### src/rtl/fdr_pkg.sv
package fdr_pkg;

  typedef struct packed {
    logic wr;
    logic rd;
  } tok_t;

  function automatic int ptr_bits(input int depth);
    return (depth < 2) ? 1 : $clog2(depth);
  endfunction

endpackage

### src/rtl/fdr_slice.sv
module fdr_slice
  import fdr_pkg::*;
#(
  parameter int DEPTH   = 4,
  parameter int DW      = 9,
  parameter bit CHAINED = 1'b1
) (
  input  logic          clk,
  input  logic          rst_n,
  input  logic          first_n,
  input  tok_t          tok_in,
  output tok_t          tok_out,
  output tok_t          own,
  input  logic          wr_en,
  input  logic [DW-1:0] wr_data,
  input  logic          rd_en,
  input  logic          rewind,
  output logic [DW-1:0] rd_data,
  output logic          full_s,
  output logic          empty_s,
  output logic          half_s
);

  localparam int PW = ptr_bits(DEPTH);
  localparam int CW = $clog2(DEPTH + 1);
  localparam logic [PW-1:0] LAST = PW'(DEPTH - 1);

  logic [DW-1:0] mem [DEPTH];
  logic [PW-1:0] wptr_q, wptr_d, rptr_q, rptr_d;
  logic [CW-1:0] cnt_q, cnt_d;
  tok_t          own_q, own_d, own_rst;
  logic          wr_go, rd_go, rew_go, wrap_w, wrap_r;

  assign full_s  = (cnt_q == CW'(DEPTH));
  assign empty_s = (cnt_q == '0);
  assign wrap_w  = (wptr_q == LAST);
  assign wrap_r  = (rptr_q == LAST);
  assign wr_go   = wr_en & own_q.wr & ~full_s & ~rew_go;
  assign rd_go   = rd_en & own_q.rd & ~empty_s & ~rew_go;
  assign own     = own_q;
  assign rd_data = mem[rptr_q];

  generate
    if (CHAINED) begin : g_chain
      wire unused_rewind = rewind;
      assign tok_out.wr = wr_go & wrap_w;
      assign tok_out.rd = rd_go & wrap_r;
      assign own_d.wr   = (own_q.wr & ~tok_out.wr) | tok_in.wr;
      assign own_d.rd   = (own_q.rd & ~tok_out.rd) | tok_in.rd;
      assign own_rst    = '{wr: ~first_n, rd: ~first_n};
      assign rew_go     = 1'b0;
      assign half_s     = 1'b0;
    end else begin : g_solo
      wire unused_solo = first_n | tok_in.wr | tok_in.rd;
      assign tok_out = '0;
      assign own_d   = '{wr: 1'b1, rd: 1'b1};
      assign own_rst = '{wr: 1'b1, rd: 1'b1};
      assign rew_go  = rewind;
      assign half_s  = (cnt_q > CW'(DEPTH / 2));
    end
  endgenerate

  always_comb begin
    wptr_d = wptr_q;
    rptr_d = rptr_q;
    cnt_d  = cnt_q;
    if (wr_go) wptr_d = wrap_w ? '0 : wptr_q + 1'b1;
    if (rd_go) rptr_d = wrap_r ? '0 : rptr_q + 1'b1;
    case ({wr_go, rd_go})
      2'b10:   cnt_d = cnt_q + 1'b1;
      2'b01:   cnt_d = cnt_q - 1'b1;
      default: cnt_d = cnt_q;
    endcase
    if (rew_go) begin
      rptr_d = '0;
      cnt_d  = CW'(wptr_q);
    end
  end

  always_ff @(posedge clk or negedge rst_n) begin
    if (!rst_n) begin
      wptr_q <= '0;
      rptr_q <= '0;
      cnt_q  <= '0;
      own_q  <= own_rst;
    end else begin
      wptr_q <= wptr_d;
      rptr_q <= rptr_d;
      cnt_q  <= cnt_d;
      own_q  <= own_d;
    end
  end

  always_ff @(posedge clk) begin
    if (wr_go) mem[wptr_q] <= wr_data;
  end

endmodule

### src/rtl/fdr_merge.sv
module fdr_merge #(
  parameter int N  = 3,
  parameter int DW = 9
) (
  input  logic [N-1:0]         full_v,
  input  logic [N-1:0]         empty_v,
  input  logic [N-1:0]         rown_v,
  input  logic [N-1:0][DW-1:0] data_v,
  output logic                 full,
  output logic                 empty,
  output logic [DW-1:0]        rd_data
);

  assign full  = &full_v;
  assign empty = &empty_v;

  always_comb begin
    rd_data = '0;
    for (int i = 0; i < N; i++) begin
      if (rown_v[i]) rd_data = rd_data | data_v[i];
    end
  end

endmodule

### src/rtl/fdr_ring.sv
module fdr_ring
  import fdr_pkg::*;
#(
  parameter int NUM_SLICES  = 3,
  parameter int SLICE_DEPTH = 4,
  parameter int DW          = 9,
  parameter int FIRST_SLICE = 0
) (
  input  logic          clk,
  input  logic          rst_n,
  input  logic          wr_en,
  input  logic [DW-1:0] wr_data,
  input  logic          rd_en,
  input  logic          rewind,
  output logic [DW-1:0] rd_data,
  output logic          full,
  output logic          empty,
  output logic          half_full
);

  localparam bit CHAINED = (NUM_SLICES > 1);

  logic                         sync0_q, rst_sync_n;
  tok_t                         tok_out_a [NUM_SLICES];
  tok_t                         own_a     [NUM_SLICES];
  logic [NUM_SLICES-1:0]        full_v, empty_v, half_v;
  logic [NUM_SLICES-1:0]        own_w_v, own_r_v, wpass_v, rpass_v;
  logic [NUM_SLICES-1:0][DW-1:0] data_v;

  always_ff @(posedge clk or negedge rst_n) begin
    if (!rst_n) begin
      sync0_q    <= 1'b0;
      rst_sync_n <= 1'b0;
    end else begin
      sync0_q    <= 1'b1;
      rst_sync_n <= sync0_q;
    end
  end

  generate
    for (genvar i = 0; i < NUM_SLICES; i++) begin : g_slice
      localparam int PREV = (i + NUM_SLICES - 1) % NUM_SLICES;
      fdr_slice #(
        .DEPTH   (SLICE_DEPTH),
        .DW      (DW),
        .CHAINED (CHAINED)
      ) u_slice (
        .clk     (clk),
        .rst_n   (rst_sync_n),
        .first_n (i != FIRST_SLICE),
        .tok_in  (tok_out_a[PREV]),
        .tok_out (tok_out_a[i]),
        .own     (own_a[i]),
        .wr_en   (wr_en),
        .wr_data (wr_data),
        .rd_en   (rd_en),
        .rewind  (rewind),
        .rd_data (data_v[i]),
        .full_s  (full_v[i]),
        .empty_s (empty_v[i]),
        .half_s  (half_v[i])
      );
      assign own_w_v[i] = own_a[i].wr;
      assign own_r_v[i] = own_a[i].rd;
      assign wpass_v[i] = tok_out_a[i].wr;
      assign rpass_v[i] = tok_out_a[i].rd;
    end
  endgenerate

  fdr_merge #(
    .N  (NUM_SLICES),
    .DW (DW)
  ) u_merge (
    .full_v  (full_v),
    .empty_v (empty_v),
    .rown_v  (own_r_v),
    .data_v  (data_v),
    .full    (full),
    .empty   (empty),
    .rd_data (rd_data)
  );

  assign half_full = |half_v;

endmodule

### config.mk
export PLATFORM = sky130hd
export DESIGN_NAME = fdr_ring
export DESIGN_NICKNAME = d
export VERILOG_FILES = /design/src/rtl/fdr_pkg.sv /design/src/rtl/fdr_slice.sv /design/src/rtl/fdr_merge.sv /design/src/rtl/fdr_ring.sv
export SDC_FILE = /design/constraint.sdc
export NUM_CORES = 1
export LEC_CHECK = 0
export BUFFER_PORTS_ARGS = -buffer_cell sky130_fd_sc_hd__buf_2
export CORE_ASPECT_RATIO = 1.75
export CORE_UTILIZATION = 63
export CTS_BUF_LIST = sky130_fd_sc_hd__clkbuf_4 sky130_fd_sc_hd__clkbuf_8
export DETAILED_ROUTE_END_ITERATION = 6
export GPL_TIMING_DRIVEN = 0
export PLACE_DENSITY = 0.89
export SYNTH_ARGS = -nofsm -noshare
export SYNTH_HDL_FRONTEND = slang
export SYNTH_SLANG_ARGS = --single-unit
### constraint.sdc
create_clock -name clk -period 1.6 [get_ports clk]
set_input_delay 0.08 -clock clk [delete_from_list [all_inputs] [get_ports clk]]
set_output_delay 0.08 -clock clk [all_outputs]
set_load 0.05 [all_outputs]
==> results_dict.tcl <==
set metrics [dict create \
    crit_family "flip-flops" \
    rrSetupSlack_ns -0.44 \
    antenna_cells 0 \
    crit_path_max_incr_delay_ns 0.60 \
    syn_area_sq_um 5760 \
    drt_drc_violations_left 0 \
    layout_commonest_cell "edfxtp_1" \
    crit_required_ns 1.52 \
    wl_per_cell_microns 25.7 \
    hold_slack_ns 0.0755 \
    hp-class "in2reg" \
    path_depth 4 \
    reg2reg_depth 9 \
    tns_ns -7.55 \
    startpoint "g_slice[0].u_slice.own[0]" \
    seq_area_frac_synth_pct 69.0 \
    p_per_area_nw_per_um2 1310 \
    syn_nets 378 \
    vias 3457 \
    synth_cells 343 \
    grt_setup_unrepaired "true" \
    cp_max_fo 9 \
    synth_edf_count 108 \
    grt_overflow 0 \
    io-pin-count 26 \
    failed_checks "setup timing" \
    ys_warn_count 0 \
    worstReg2RegEnd "g_slice[1].u_slice.cnt_q[2]" \
    fmax_mhz 463 \
    status "finished with violations" \
    finClkSkew_ns 0.0123 \
    cp-endpoint "rd_data[2]" \
    layout_common_cells "edfxtp_1 (108), mux2i_1 (37), clkbuf_8 (22), dfrtp_1 (22), and2_4 (21)" \
    core_area_sq_um 8780 \
    relSlewSlack_pct 26.1 \
    vias_per_cell 6.25 \
    reg2reg_from "g_slice[1].u_slice.cnt_q[1]" \
    gp_routability_congestion 0.744 \
    path_cells "nand2_1 > o22ai_1 > a211o_4 > buf_6" \
    dp_hpwl_mm 7.67 \
    drtAntennaViolNets 0 \
    synth_area_per_cell_sq_um 16.8 \
    power.switching_mw 2.64 \
    yosysTopAreaCell "edfxtp_1" \
    path_clk_slew_ns 0.07 \
    portBuffers 23 \
    cts_root_buf "clkbuf_8" \
    dieHeight_microns 128 \
    dp_slack_ns -0.633 \
    antenna_found_initial 0 \
    dpl_cell_area_sq_um 6140 \
    min_period_over_period_pct 135 \
    cts.path.max_buffers 2 \
    design_area_sq_um 7150 \
    min_period_ns 2.16 \
    peakVddDrop_mv 1.01 \
    drtIter0Drc 338 \
    track_usage_pct 30.2 \
    critPathSlowestCell "dfstp_2" \
    ys_seq_elements 137 \
    cts_tree "done" \
    hold_violations 0 \
    die_area_sq_um 9540 \
    grt_pass1_wl_mm 19.3 \
    seqPwrFrac_pct 48.9 \
    worst_slew_pin_slew_ns 1.11 \
    p_clk_share_pct 29.0 \
    synth_ff_type "edfxtp_1" \
    drt_pass1_iterations 7 \
    synth.area.top_cells "edfxtp_1 (56%), dfrtp_1 (12%), mux2i_1 (6.4%), ha_1 (3.9%), mux4_2 (3.5%)" \
    cp-end-kind "primary output" \
    min-delay-start "wr_en" \
    cts_made_buffers 17 \
    power_mw 9.38 \
    clk_latency_ns 0.44 \
    max_cap_violations 0 \
    yosys.area.top_type_share_pct 56.3 \
    final_nets 458 \
    worstSetupPathType "reg2out" \
    num_rows 45 \
    post_layout_nonfiller_instances 553 \
    path_buf_inv 1 \
    initial_core_util_pct 65.6 \
    setup_viol 17 \
    ys_types 36 \
    cp.arrival_ns 2.08 \
    drt_wl_total_mm 14.2 \
    placed_cells 483 \
    grt_pass1_vias 3553 \
    p_leak_nw 2.67 \
    swShare_pct 28.1 \
    fin_util_pct 81.5 \
    drive_gt1_share_pct 40.8 \
    cts-htree-levels 4 \
    internal_power_mw 6.75 \
    comb_power_share_pct 22.1 \
    setup_slack_ns -0.560 \
    startpoint_type "flip-flop" \
    syn_to_final_growth_pct 24.2 \
    grt_max_degree 28 \
    die_w_microns 74.3 \
    async_reset_ff_share_pct 21.2 \
    clkSinkCount 137 \
    slew_viol_final 0 \
]
==> worst register-to-register path: cells and delay by family, from the launching register on <==
family / cells / cell delay (ns)
and+or+nand+nor: 3 / 0.69
adders and majority gates: 2 / 0.45
DFF: 1 / 0.40
xor gates and xnor gates: 2 / 0.32
buffers and inverters: 2 / 0.10
==> flip-flops by register name, indices dropped and copies added, names as in the netlist <==
name and cells:
sync0_q 1, g_slice.u_slice.rptr_q 6, g_slice.u_slice.cnt_q 9, g_slice.u_slice.own 6, rst_sync_n 1, g_slice.u_slice.mem 108
g_slice.u_slice.wptr_q 6
==> layout make-up <==
cell class | count | area [sq um]
plain buffers | 8 | 72.6
clock buffers | 25 | 325
clock inverters | 7 | 65.1
fillers | 427 | 1630
inverters | 21 | 81.3
multi-input cells | 181 | 1980
flip-flops and latches | 137 | 3980
well taps | 117 | 146
repair buffers | 57 | 509
==> cell usage after synthesis, types with 3 or more instances <==
cell type	n
a211o_1	9
a22o_1	3
a31oi_1	3
and2_1	8
and2_2	4
and3_1	3
buf_2	5
buf_6	3
dfrtp_1	27
edfxtp_1	108
fa_1	3
ha_1	18
inv_1	21
mux2_2	6
mux2_4	6
mux2i_1	37
mux4_2	9
nand2_1	7
nor2_1	10
o22ai_1	18
or3b_1	3
xnor2_1	3
xor2_1	6
==> per-layer routing <==
metal / routed length [microns] / track usage, % / up-vias / part of all wire, %
li1: - / - / 1473 / -
met1: 4610 / 32.3 / 1737 / 32
met2: 8120 / 53.5 / 197 / 57
met3: 975 / 7.67 / 50 / 6.8
met4: 530 / 15.8 / 0 / 3.7
met5: 0 / 0 / - / 0
==> cell families (layout without fill, tap and decap cells) <==
| logic type | Yosys count | count (layout) | share of synthesized area, % |
|---|---|---|---|
| xor gates and xnor gates | 9 | 9 | 1.37 |
| DFF | 137 | 137 | 69.0 |
| other | 2 | 2 | 0.130 |
| adders and majority gates | 21 | 21 | 4.95 |
| AOI/OAI and AO/OA | 41 | 41 | 5.24 |
| buffers and inverters | 34 | 118 | 2.78 |
| muxes | 58 | 58 | 12.7 |
| and+or+nand+nor | 41 | 50 | 3.89 |
==> repair_timing <==
| item | in CTS | in global routing |
|---|---|---|
| gates cloned | 1 | 9 |
| setup endpoints to repair | 128 | 127 |
| buffers inserted | 20 | 3 |
| hold endpoints to repair | 96 | 0 |
| resized for setup | 67 | 33 |
| pin swaps | 22 | 21 |
| hold buffers | 11 | 0 |
==> power groups by stage <==
stage                     combinational [mW]  sequential, mW  clock [mW]
final                                   2.08            4.59        2.72
after global routing                    2.22            4.62        2.88
after CTS                               1.69            4.54        2.71
after detailed placement                1.25            4.72           0
after global placement                  1.15            4.68           0
after floorplan                        0.962            4.60           0
==> worst min path at each step <==
stage | to | cells after the start
final | g_slice[0].u_slice.own[1] | 3
after global placement | sync0_q | 1
after detailed placement | sync0_q | 1
after floorplan | rst_sync_n | 0
after CTS | g_slice[2].u_slice.own[1] | 3
after global routing | g_slice[0].u_slice.own[1] | 3
Note: power is estimated with default switching activity, not from simulation.
